**src/rtl/link_pwr_pkg.sv**
```systemverilog
`timescale 1ns/1ps
package link_pwr_pkg;
  typedef enum logic [2:0] {
    LS_OFF  = 3'd0,
    LS_WAKE = 3'd1,
    LS_MIN  = 3'd2,
    LS_RUN  = 3'd3,
    LS_CHG  = 3'd4,
    LS_DOWN = 3'd5
  } lnk_state_e;
endpackage

```
**src/rtl/link_pwr_timer.sv**
```systemverilog
`timescale 1ns/1ps
module link_pwr_timer #(
  parameter int CNT_W = 8
) (
  input  logic             clk_i,
  input  logic             rst_ni,
  input  logic             clr_i,
  input  logic [CNT_W-1:0] limit_i,
  output logic             expired_o
);
  logic [CNT_W-1:0] cnt_q;

  always_ff @(posedge clk_i or negedge rst_ni) begin
    if (!rst_ni)                cnt_q <= '0;
    else if (clr_i)             cnt_q <= '0;
    else if (cnt_q != limit_i)  cnt_q <= cnt_q + 1'b1;
  end

  assign expired_o = (cnt_q == limit_i);
endmodule

```
**src/rtl/link_rate_sel.sv**
```systemverilog
`timescale 1ns/1ps
module link_rate_sel #(
  parameter int NUM_RATES = 7,
  parameter int RATE_W    = 3
) (
  input  logic [RATE_W-1:0] req_i,
  input  logic [RATE_W-1:0] cur_i,
  output logic [RATE_W-1:0] tgt_o,
  output logic              diff_o
);
  localparam logic [RATE_W-1:0] TOP = RATE_W'(NUM_RATES - 1);

  assign tgt_o  = (req_i > TOP) ? TOP : req_i;
  assign diff_o = (tgt_o != cur_i);
endmodule

```
**src/rtl/link_pwr_ctrl.sv**
```systemverilog
`timescale 1ns/1ps
module link_pwr_ctrl
  import link_pwr_pkg::*;
#(
  parameter int NUM_RATES  = 7,
  parameter int LOCK_TMO   = 64,
  parameter int SETTLE_TMO = 128,
  parameter int DOWN_CYC   = 4,
  localparam int RATE_W    = $clog2(NUM_RATES)
) (
  input  logic              clk_i,
  input  logic              rst_ni,
  input  logic              sleep_req_i,
  input  logic              wake_req_i,
  input  logic [RATE_W-1:0] rate_req_i,
  input  logic              tx_busy_i,
  input  logic              rx_lock_i,
  input  logic              supply_ok_i,
  output logic              tx_en_o,
  output logic              rx_en_o,
  output logic              tx_train_o,
  output logic              sup_adapt_o,
  output logic [RATE_W-1:0] freq_o,
  output logic              data_ok_o,
  output logic              err_o
);
  localparam int MAX_T_A = (LOCK_TMO > SETTLE_TMO) ? LOCK_TMO : SETTLE_TMO;
  localparam int MAX_T   = (MAX_T_A > DOWN_CYC) ? MAX_T_A : DOWN_CYC;
  localparam int CNT_W   = $clog2(MAX_T + 1);
  localparam logic [CNT_W-1:0] LOCK_LIM   = CNT_W'(LOCK_TMO - 1);
  localparam logic [CNT_W-1:0] SETTLE_LIM = CNT_W'(SETTLE_TMO - 1);
  localparam logic [CNT_W-1:0] DOWN_LIM   = CNT_W'(DOWN_CYC - 1);

  lnk_state_e        state_q, state_d;
  logic              pend_q, err_q, drop_q;
  logic [RATE_W-1:0] freq_q, rate_tgt;
  logic              rate_diff, tmo, sleep_ok, tmo_exit;
  logic [CNT_W-1:0]  lim;

  link_rate_sel #(.NUM_RATES(NUM_RATES), .RATE_W(RATE_W)) u_rate_sel (
    .req_i (rate_req_i),
    .cur_i (freq_q),
    .tgt_o (rate_tgt),
    .diff_o(rate_diff)
  );

  always_comb begin
    case (state_q)
      LS_DOWN: lim = DOWN_LIM;
      LS_MIN:  lim = SETTLE_LIM;
      default: lim = LOCK_LIM;
    endcase
  end

  link_pwr_timer #(.CNT_W(CNT_W)) u_timer (
    .clk_i    (clk_i),
    .rst_ni   (rst_ni),
    .clr_i    (state_d != state_q),
    .limit_i  (lim),
    .expired_o(tmo)
  );

  assign sleep_ok = sleep_req_i && !tx_busy_i;

  always_comb begin
    state_d = state_q;
    case (state_q)
      LS_OFF:  if (wake_req_i || pend_q) state_d = LS_WAKE;
      LS_WAKE: if (rx_lock_i) state_d = LS_MIN;
               else if (tmo) state_d = LS_OFF;
      LS_MIN:  if (sleep_ok) state_d = LS_DOWN;
               else if (supply_ok_i) state_d = LS_RUN;
               else if (tmo) state_d = LS_OFF;
      LS_RUN:  if (sleep_ok) state_d = LS_DOWN;
               else if (rate_diff) state_d = LS_CHG;
      // relock must follow a seen loss of lock
      LS_CHG:  if (drop_q && rx_lock_i && supply_ok_i) state_d = LS_RUN;
               else if (tmo) state_d = LS_OFF;
      LS_DOWN: if (tmo) state_d = LS_OFF;
      default: state_d = LS_OFF;
    endcase
  end

  assign tmo_exit = (state_d == LS_OFF) &&
                    (state_q == LS_WAKE || state_q == LS_MIN || state_q == LS_CHG);

  always_ff @(posedge clk_i or negedge rst_ni) begin
    if (!rst_ni) begin
      state_q <= LS_OFF;
      pend_q  <= 1'b0;
      err_q   <= 1'b0;
      drop_q  <= 1'b0;
      freq_q  <= '0;
    end else begin
      state_q <= state_d;
      if (state_q == LS_OFF)                      pend_q <= 1'b0;
      else if (state_q == LS_DOWN && wake_req_i)  pend_q <= 1'b1;
      if (tmo_exit)                               err_q <= 1'b1;
      else if (state_d == LS_WAKE)                err_q <= 1'b0;
      if (state_q != LS_CHG)                      drop_q <= 1'b0;
      else if (!rx_lock_i)                        drop_q <= 1'b1;
      if (state_d == LS_CHG && state_q != LS_CHG) freq_q <= rate_tgt;
      else if (state_d != LS_RUN && state_d != LS_CHG) freq_q <= '0;
    end
  end

  assign tx_en_o     = (state_q == LS_WAKE) || (state_q == LS_MIN) ||
                       (state_q == LS_RUN)  || (state_q == LS_CHG);
  assign rx_en_o     = tx_en_o;
  assign tx_train_o  = (state_q == LS_WAKE);
  assign sup_adapt_o = (state_q == LS_RUN) || (state_q == LS_CHG);
  assign data_ok_o   = (state_q == LS_MIN) || (state_q == LS_RUN);
  assign freq_o      = freq_q;
  assign err_o       = err_q;

  a_r3_data_after_lock: assert property (@(posedge clk_i) disable iff (!rst_ni)
    $rose(data_ok_o) |-> $past(rx_lock_i));
  a_r4_min_rate_fixed_rail: assert property (@(posedge clk_i) disable iff (!rst_ni)
    (tx_en_o && !sup_adapt_o) |-> (freq_o == '0));
  a_r4_adapt_after_stable: assert property (@(posedge clk_i) disable iff (!rst_ni)
    $rose(sup_adapt_o) |-> $past(supply_ok_i));
  a_r5_no_data_on_retune: assert property (@(posedge clk_i) disable iff (!rst_ni)
    (freq_o != $past(freq_o)) |-> !data_ok_o);
  a_r6_freq_in_range: assert property (@(posedge clk_i) disable iff (!rst_ni)
    32'(freq_o) < NUM_RATES);
  a_r7_sleep_when_idle: assert property (@(posedge clk_i) disable iff (!rst_ni)
    $fell(tx_en_o) |-> (err_o || !$past(tx_busy_i)));
  a_r9_err_only_off: assert property (@(posedge clk_i) disable iff (!rst_ni)
    err_o |-> !tx_en_o);
endmodule

```
**config.mk**
```make
export PLATFORM = sky130hd
export DESIGN_NAME = link_pwr_ctrl
export DESIGN_NICKNAME = d
export VERILOG_FILES = /design/src/rtl/link_pwr_pkg.sv /design/src/rtl/link_pwr_timer.sv /design/src/rtl/link_rate_sel.sv /design/src/rtl/link_pwr_ctrl.sv
export SDC_FILE = /design/constraint.sdc
export NUM_CORES = 1
export LEC_CHECK = 0
export BUFFER_PORTS_ARGS = -buffer_cell sky130_fd_sc_hd__buf_2
export CORE_MARGIN = 8
export CORE_UTILIZATION = 49
export DETAILED_ROUTE_END_ITERATION = 10
export GPL_TIMING_DRIVEN = 0
export PLACE_DENSITY = 0.85
export SLEW_MARGIN = 20
export SYNTH_ARGS = -nofsm -noshare
export SYNTH_HDL_FRONTEND = slang
export SYNTH_SLANG_ARGS = --single-unit
```
**constraint.sdc**
```tcl
create_clock -name clk_i -period 2.48 [get_ports clk_i]
set_clock_uncertainty 0.2 [all_clocks]
set_input_delay 0.124 -clock clk_i [delete_from_list [all_inputs] [get_ports clk_i]]
set_output_delay 0.124 -clock clk_i [all_outputs]
set_load 0.02 [all_outputs]
```
==> results.txt, run 1 <==
Leakage - 0.684 nW
Post-synth top flop - dfrtp_1
CTS Buffer Depth - 2
first-pass GRT wire length - 4.75 mm
number of flops mapped to enable cells by yosys - 0
Slowest-stage cell, CP - or4b_4
sw frac - 0.494
async set or reset register ratio after synthesis - 1.00
Pwr Density - 1200 mW/mm2
setup violation total in the final timing report - 8
CTS tree - done
min setup slack post-route - -0.0280 ns
post-synth cell types - 47
nets@finish - 173
setup TNS - -0.113 ns
fmax - 0.399 GHz
warnings from Yosys - 0
Starting Density - 0.513
row count - 17
Final Hold Viols - 0
Final Instance Area - 0.00149 mm2
RSZ-0062 raised after global routing - yes
met1 Use GR - 0.176
critical path's top delay family - simple AND/OR/NAND/NOR gates
ANT cells - 0
fin crit share - 1.01
clock sink total - 17
GRT busiest layer - met2
Wirelength per Cell - 16.7 um
status - finished with violations
Post-DP Area - 0.00126 mm2
synthesized net count - 134
Die Area - 0.00411 mm2
port bufs - 18
syn avg cell area - 9.23 um2
slowest stage delay, CP - 0.62 ns
Via Count - 1125
GR Layer Usage met2 - 0.228
synthesized flop and latch total - 17
detailed placement HPWL - 1.99 mm
CP bufs+invs - 0
Worst-Margin Slew - 0.489 ns
register area share after synthesis - 0.375
Util after Layout - 0.673
worst path arrival time - 2.53 ns
most common cell after layout, fill and taps aside - buf_2
clock slew at reported path FFs - 0.10 ns
Global Route met3 Usage - 0.0296
Fillers - 172
initial antenna violation count - 0
Max Cap Viol - 0
Area growth, synth to finish - 31.1%
share of cells above drive strength 1 - 0.354
WL final - 3.16 mm
CTS Buf Count - 3
largest net degree at the start of global routing - 18
Synth Instances - 123
Pre-Repair DR Iteration Count - 4
DRT antenna net count - 0
DRC viols - 0
Crit. End Element - flop
failing checks - negative setup slack
CP Max Fanout - 8
most frequent cells in the layout - buf_2 (19), dfrtp_1 (17), buf_4 (12)
maximum VDD drop - 0.946 mV
core box area - 0.00221 mm2
IO Count - 19
Final Max Tran Viols - 0
pre-CTS setup slack - -0.244 ns
worst hold path class - in -> async
max_slew headroom - 0.674
Worst setup SP type - flop
Clock Root Buffer - clkbuf_4
area occupied by multi-input gates - 722 um2
GPL Wtd Cong - 0.915
Comb power frac - 0.655
register area - 425 um2
internal power - 0.000901 W
final instance count without filler cells - 189
Die H - 64.1 um
part of the power in the clock network - 0.084
CP Cell Sequence - ha_4, and2_4, a32o_2, and3_4, o31a_1, or4b_4, a21oi_2
WS Path Type - reg -> reg
die width - 64.1 um
synthesized area - 0.00113 mm2
Seq pwr share - 0.262
Post-Place Cells - 169
Clock Latency Late Sink - 0.29 ns
vias in the first global route - 1048
Total GRT Usage - 0.142
P_sw - 0.000880 W
GRT overflow - 0
Via density - 5.95
H-tree depth - 1
critical path required time - 2.50 ns
minimum clock period after layout - 2.51 ns
number of DRC markers in iteration 0 - 71
==> logic make-up (layout without fill, tap and decap cells) <==
kind of cell,count (synthesis),after routing,share of synthesized area
AND/OR/NAND/NOR,51,51,0.280
AO/OA/AOI/OAI,33,33,0.215
flip-flops,17,17,0.375
buffers and inverters,11,49,0.0419
XOR/XNOR,10,10,0.0772
adder cells (fa/ha/maj),1,1,0.0110
==> power groups by stage <==
stage	clock (W)	sequential, W	combinational [W]
after floorplan	0	0.000482	0.000680
after global placement	0	0.000464	0.000935
final	0.000149	0.000466	0.00117
after detailed placement	0	0.000471	0.000943
after CTS	0.000151	0.000455	0.00107
after global routing	0.000165	0.000476	0.00125
==> cells in the mapped netlist, types with 3 or more instances <==
cell type | count | share of area
a21oi_1 | 9 | 0.040
xnor2_1 | 5 | 0.039
o21ai_0 | 5 | 0.022
and3_1 | 3 | 0.017
nor2_1 | 11 | 0.036
nand2_1 | 7 | 0.023
xor2_1 | 5 | 0.039
nand3_1 | 3 | 0.013
dfrtp_1 | 17 | 0.37
inv_1 | 4 | 0.013
nor2b_1 | 3 | 0.017
nand2b_1 | 4 | 0.022
nand4_1 | 4 | 0.022
==> per-stage QoR <==
stage / hold WS (ns) / total power, W
CTS: 0.0765 / 0.00167
global placement: -0.145 / 0.00140
detailed placement: -0.137 / 0.00141
floorplan: -0.372 / 0.00116
global route: 0.0951 / 0.00189
finish: 0.0672 / 0.00178
==> area by class of cell <==
cell class / instances / area share
clock inverter: 1 / 0.00336
sequential: 17 / 0.286
multi-input combinational: 95 / 0.485
tap: 28 / 0.0235
timing repair buffer: 35 / 0.157
buffer: 4 / 0.0143
clock buffer: 3 / 0.0151
inverter: 6 / 0.0151
==> sequential cells by signal (all words and copies together), names as in the netlist <==
name / cells
state_q: 3
pend_q: 1
freq_o: 3
u_timer.cnt_q: 8
drop_q: 1
err_o: 1
==> timing repair <==
| action | 4_1_cts | 5_1_grt |
|---|---|---|
| setup endpoints to repair | 9 | 12 |
| hold buffers | 5 | 0 |
| hold endpoints to repair | 22 | 0 |
| pin swaps | 3 | 14 |
| gates resized for setup | 8 | 10 |
| setup buffers | 6 | 6 |
==> worst paths after layout <==
path,endpoint,slack [ns],from,cells past startpoint
min in group clk_i,freq_o[0]$_DFFE_PN0P_,0.14,rate_req_i[0],3
setup reg to reg,u_timer.cnt_q[1]$_DFFE_PN0P_,-0.03,u_timer.cnt_q[0]$_DFFE_PN0P_,7
hold / removal,u_timer.cnt_q[0]$_DFFE_PN0P_,0.07,rst_ni,2
max in group asynchronous,freq_o[0]$_DFFE_PN0P_,1.74,rst_ni,2
setup / recovery,u_timer.cnt_q[1]$_DFFE_PN0P_,-0.03,u_timer.cnt_q[0]$_DFFE_PN0P_,7
hold reg to reg,drop_q$_DFFE_PN0P_,0.34,drop_q$_DFFE_PN0P_,2
==> metal layers <==
layer | routed length (um) | up-vias
met1 | 1350 | 545
li1 | - | 528
met4 | 60 | 0
met3 | 175 | 7
met5 | 0 | -
met2 | 1580 | 45
(Power assumes the default switching activity.)
==> inputs of run 2 (changes only) <==
--- a/config.mk
+++ b/config.mk
@@ -7,11 +7,14 @@
 export LEC_CHECK = 0
 export BUFFER_PORTS_ARGS = -buffer_cell sky130_fd_sc_hd__buf_2
 export CORE_MARGIN = 8
-export CORE_UTILIZATION = 49
+export CORE_UTILIZATION = 51
 export DETAILED_ROUTE_END_ITERATION = 10
 export GPL_TIMING_DRIVEN = 0
-export PLACE_DENSITY = 0.85
+export MAX_ROUTING_LAYER = met4
+export PLACE_DENSITY = 0.86
+export SETUP_SLACK_MARGIN = 0.05
 export SLEW_MARGIN = 20
 export SYNTH_ARGS = -nofsm -noshare
 export SYNTH_HDL_FRONTEND = slang
+export SYNTH_HIERARCHICAL = 1
 export SYNTH_SLANG_ARGS = --single-unit
==> run 2 against run 1 <==
  * The flow finishes with violations (negative hold slack, negative setup slack)
  * Cell area is 27% higher
  * Hold slack worse by 0.070 ns
  * Clock power is 9% higher
  * Routed wire length rose by 30%
  * Die area increased by 12%
  * Cell count rose by 22%
  * Setup slack worse by 0.61 ns
  * Combinational power grew 43%
==> results.txt, run 2 <==
status - finished with violations (unchanged)
failing checks - negative hold slack, negative setup slack (was negative setup slack)
synthesized area - 0.00138 mm2 (was 0.00113 mm2)
synthesized flop and latch total - 17 (unchanged)
Wirelength per Cell - 17.9 um (was 16.7 um)
clock slew at reported path FFs - 0.10 ns (about the same)
Via Count - 1336 (was 1125)
Seq pwr share - 0.197 (was 0.262)
Max Cap Viol - 0 (unchanged)
clock sink total - 17 (unchanged)
Util after Layout - 0.712 (was 0.673)
setup TNS - -5.55 ns (was -0.113 ns)
sw frac - 0.475 (was 0.494)
Synth Instances - 152 (was 123)
Post-DP Area - 0.00154 mm2 (was 0.00126 mm2)
part of the power in the clock network - 0.071 (was 0.084)
register area share after synthesis - 0.309 (was 0.375)
Post-synth top flop - dfrtp_1 (unchanged)
WS Path Type - reg -> reg (unchanged)
ANT cells - 0 (unchanged)
most frequent cell after synthesis - dfrtp_1 (unchanged)
CTS Buffer Depth - 2 (unchanged)
Slowest-stage cell, CP - dfrtp_1 (was or4b_4)
CP dominant cell by count - buf_6
Clock Latency Late Sink - 0.31 ns (was 0.29 ns)
first-pass GRT wire length - 6.31 mm (was 4.75 mm)
async set or reset register ratio after synthesis - 1.00 (unchanged)
Worst setup SP type - flop (unchanged)
Post-synth top cells - dfrtp_1 (17), nor2_1 (14), xnor2_1 (10), nand2_1 (9), nand4_1 (9) (was dfrtp_1 (17), nor2_1 (11), a21oi_1 (9), nand2_1 (7))
most frequent cells in the layout - buf_2 (19), buf_4 (18), dfrtp_1 (15) (was buf_2 (19), dfrtp_1 (17), buf_4 (12))
nets@finish - 211 (was 173)
Area growth, synth to finish - 37.7% (was 31.1%)
post-synth cell types - 49 (was 47)
worst hold path class - in -> reg (was in -> async)
Leakage - 0.829 nW (was 0.684 nW)
detailed placement HPWL - 2.48 mm (was 1.99 mm)
Die Area - 0.00462 mm2 (was 0.00411 mm2)
core box area - 0.00266 mm2 (was 0.00221 mm2)
vias in the first global route - 1426 (was 1048)
Starting Density - 0.517 (was 0.513)
Post-Place Cells - 202 (was 169)
GRT overflow - 0 (unchanged)
IO Count - 19 (unchanged)
fin crit share - 1.26 (was 1.01)
area leader, netlist - dfrtp_1 (unchanged)
pre-CTS setup slack - -0.764 ns (was -0.244 ns)
critical path required time - 2.54 ns (was 2.50 ns)
met1 Use GR - 0.176 (about the same)
initial antenna violation count - 0 (unchanged)
CP Cell Sequence - buf_6, nand3b_1, buf_6, xnor2_2, nand4_1, nor2_4, nor3b_4, a2bb2oi_2, o211ai_2, mux2i_1, o2111ai_2, buf_4, nor2b_1, mux2_2 (was ha_4, and2_4, a32o_2, and3_4, o31a_1, or4b_4, a21oi_2)
Hold WS - -0.00260 ns (was 0.0672 ns)
share of cells above drive strength 1 - 0.457 (was 0.354)
CP Max Fanout - 4 (was 8)
final instance count without filler cells - 230 (was 189)
Top reg by flops - u_timer/cnt_q (was u_timer.cnt_q)
RSZ-0062 raised after global routing - yes (unchanged)
critical path's top delay family - simple AND/OR/NAND/NOR gates (unchanged)
CTS tree - done (unchanged)
fmax - 0.321 GHz (was 0.399 GHz)
port bufs - 18 (unchanged)
Comb power frac - 0.732 (was 0.655)
warnings from Yosys - 6 (was 0)
row count - 19 (was 17)
minimum clock period after layout - 3.12 ns (was 2.51 ns)
most common cell after layout, fill and taps aside - buf_2 (unchanged)
Pre-Repair DR Iteration Count - 4 (unchanged)
number of flops mapped to enable cells by yosys - 0 (unchanged)
Via density - 5.81 (was 5.95)
Yosys top cell area share - 0.309 (was 0.375)
largest net degree at the start of global routing - 18 (unchanged)
GRT busiest layer - met2 (unchanged)
GPL Wtd Cong - 0.853 (was 0.915)
max reg flops - 8 (unchanged)
internal power - 0.00120 W (was 0.000901 W)
DRT antenna net count - 0 (unchanged)
Global Route met3 Usage - 0.0360 (was 0.0296)
syn avg cell area - 9.05 um2 (was 9.23 um2)
Die H - 68.0 um (was 64.1 um)
number of DRC markers in iteration 0 - 80 (was 71)
Fillers - 187 (was 172)
min setup slack post-route - -0.638 ns (was -0.0280 ns)
Total GRT Usage - 0.180 (was 0.142)
Pwr Density - 1200 mW/mm2 (about the same)
GR Layer Usage met2 - 0.345 (was 0.228)
WL final - 4.12 mm (was 3.16 mm)
CP bufs+invs - 3 (was 0)
maximum VDD drop - 0.899 mV (was 0.946 mV)
setup violation total in the final timing report - 13 (was 8)
slowest stage delay, CP - 0.40 ns (was 0.62 ns)
H-tree depth - 1 (unchanged)
Final Hold Viols - 1 (was 0)
Crit. End Element - flop (unchanged)
worst path arrival time - 3.17 ns (was 2.53 ns)
Final Instance Area - 0.00190 mm2 (was 0.00149 mm2)
CTS Buf Count - 3 (unchanged)
Clock Root Buffer - clkbuf_4 (unchanged)
DRC viols - 0 (unchanged)
largest cells by area after synthesis - dfrtp_1 (31%), xnor2_1 (6.4%), nand4_1 (4.1%) (was dfrtp_1 (37%), a21oi_1 (4.0%), xnor2_1 (3.9%))
P_sw - 0.00108 W (was 0.000880 W)
die width - 68.0 um (was 64.1 um)
Final Max Tran Viols - 0 (unchanged)
[run 2: changes by cell type after synthesis, sizes merged, moves of 3 or more]
cell / before / now
xnor2: 5 / 10
nor2: 11 / 15
o21ai: 5 / 9
buf: 3 / 6
xor2: 5 / 2
and3: 4 / 1
nor2b: 4 / 10
nand4: 4 / 9
nor3: 1 / 5
mux2: 0 / 6
[run 2: tightest hold or removal path, cell delays in order]
cell and delay [ns]:
buf_2 0.09, inv_1 0.04, nor2_1 0.09, o21ai_0 0.08, nand2_1 0.05
[run 2: layout make-up]
type | instances | area, um2 | area share
multi-input combinational | 119 | 997 | 0.526
buffer | 9 | 78.8 | 0.0416
sequential | 17 | 428 | 0.226
inverter | 8 | 32.5 | 0.0172
tap | 31 | 38.8 | 0.0205
timing repair buffer | 42 | 294 | 0.155
clock buffer | 4 | 26.3 | 0.0139
[run 2: power by group through the flow]
stage          logic (W)  registers (W)  clock network [W]
2_1_floorplan   0.000920       0.000472                  0
3_3_place_gp     0.00116       0.000457                  0
3_5_place_dp     0.00122       0.000462                  0
4_1_cts          0.00150       0.000443           0.000160
5_1_grt          0.00178       0.000458           0.000173
6_report         0.00167       0.000449           0.000162
[run 2: final timing paths]
kind	startpoint	cells past startpoint	slack, ns	endpoint
worst max-delay path	state_q[1]$_DFF_PN0_	14	-0.64	u_timer/cnt_q[2]$_DFFE_PN0P_
worst min-delay path	wake_req_i	5	-0.003	pend_q$_DFFE_PN0P_
worst max register to register	state_q[1]$_DFF_PN0_	14	-0.64	u_timer/cnt_q[2]$_DFFE_PN0P_
worst min register to register	pend_q$_DFFE_PN0P_	2	0.35	pend_q$_DFFE_PN0P_
max in group asynchronous	rst_ni	2	1.70	state_q[2]$_DFF_PN0_
min in group asynchronous	rst_ni	2	0.07	u_timer/cnt_q[6]$_DFFE_PN0P_
[run 2: kinds of logic after synthesis]
group / after synthesis / synth area share
mux: 7 / 0.0564
xor+xnor: 12 / 0.0764
other cells: 2 / 0.00546
simple gates: 68 / 0.303
buf+inv: 17 / 0.0691
flops: 17 / 0.309
compound gates: 28 / 0.172
fa+ha+maj: 1 / 0.00909
[run 2: repair_timing]
action | 4_1_cts | 5_1_grt
endpoints found under the hold margin | 20 | 0
hold buffers | 4 | 0
pin swaps | 13 | 12
setup endpoints to repair | 12 | 13
gates resized for setup | 10 | 19
buffers inserted | 13 | 7
gates cloned | 1 | 0
[run 2: layer usage]
| layer | up-vias | part of all wire |
|---|---|---|
| li1 | 622 | - |
| met3 | 11 | 0.027 |
| met2 | 34 | 0.58 |
| met4 | 0 | 0.024 |
| met5 | - | 0 |
| met1 | 669 | 0.37 |
[run 2: metrics by stage]
step	hold slack (ns)	power, W
final	-0.00260	0.00228
after global routing	0.0545	0.00241
after CTS	0.00918	0.00211
after detailed placement	-0.128	0.00168
after global placement	-0.129	0.00161
after floorplan	-0.372	0.00139
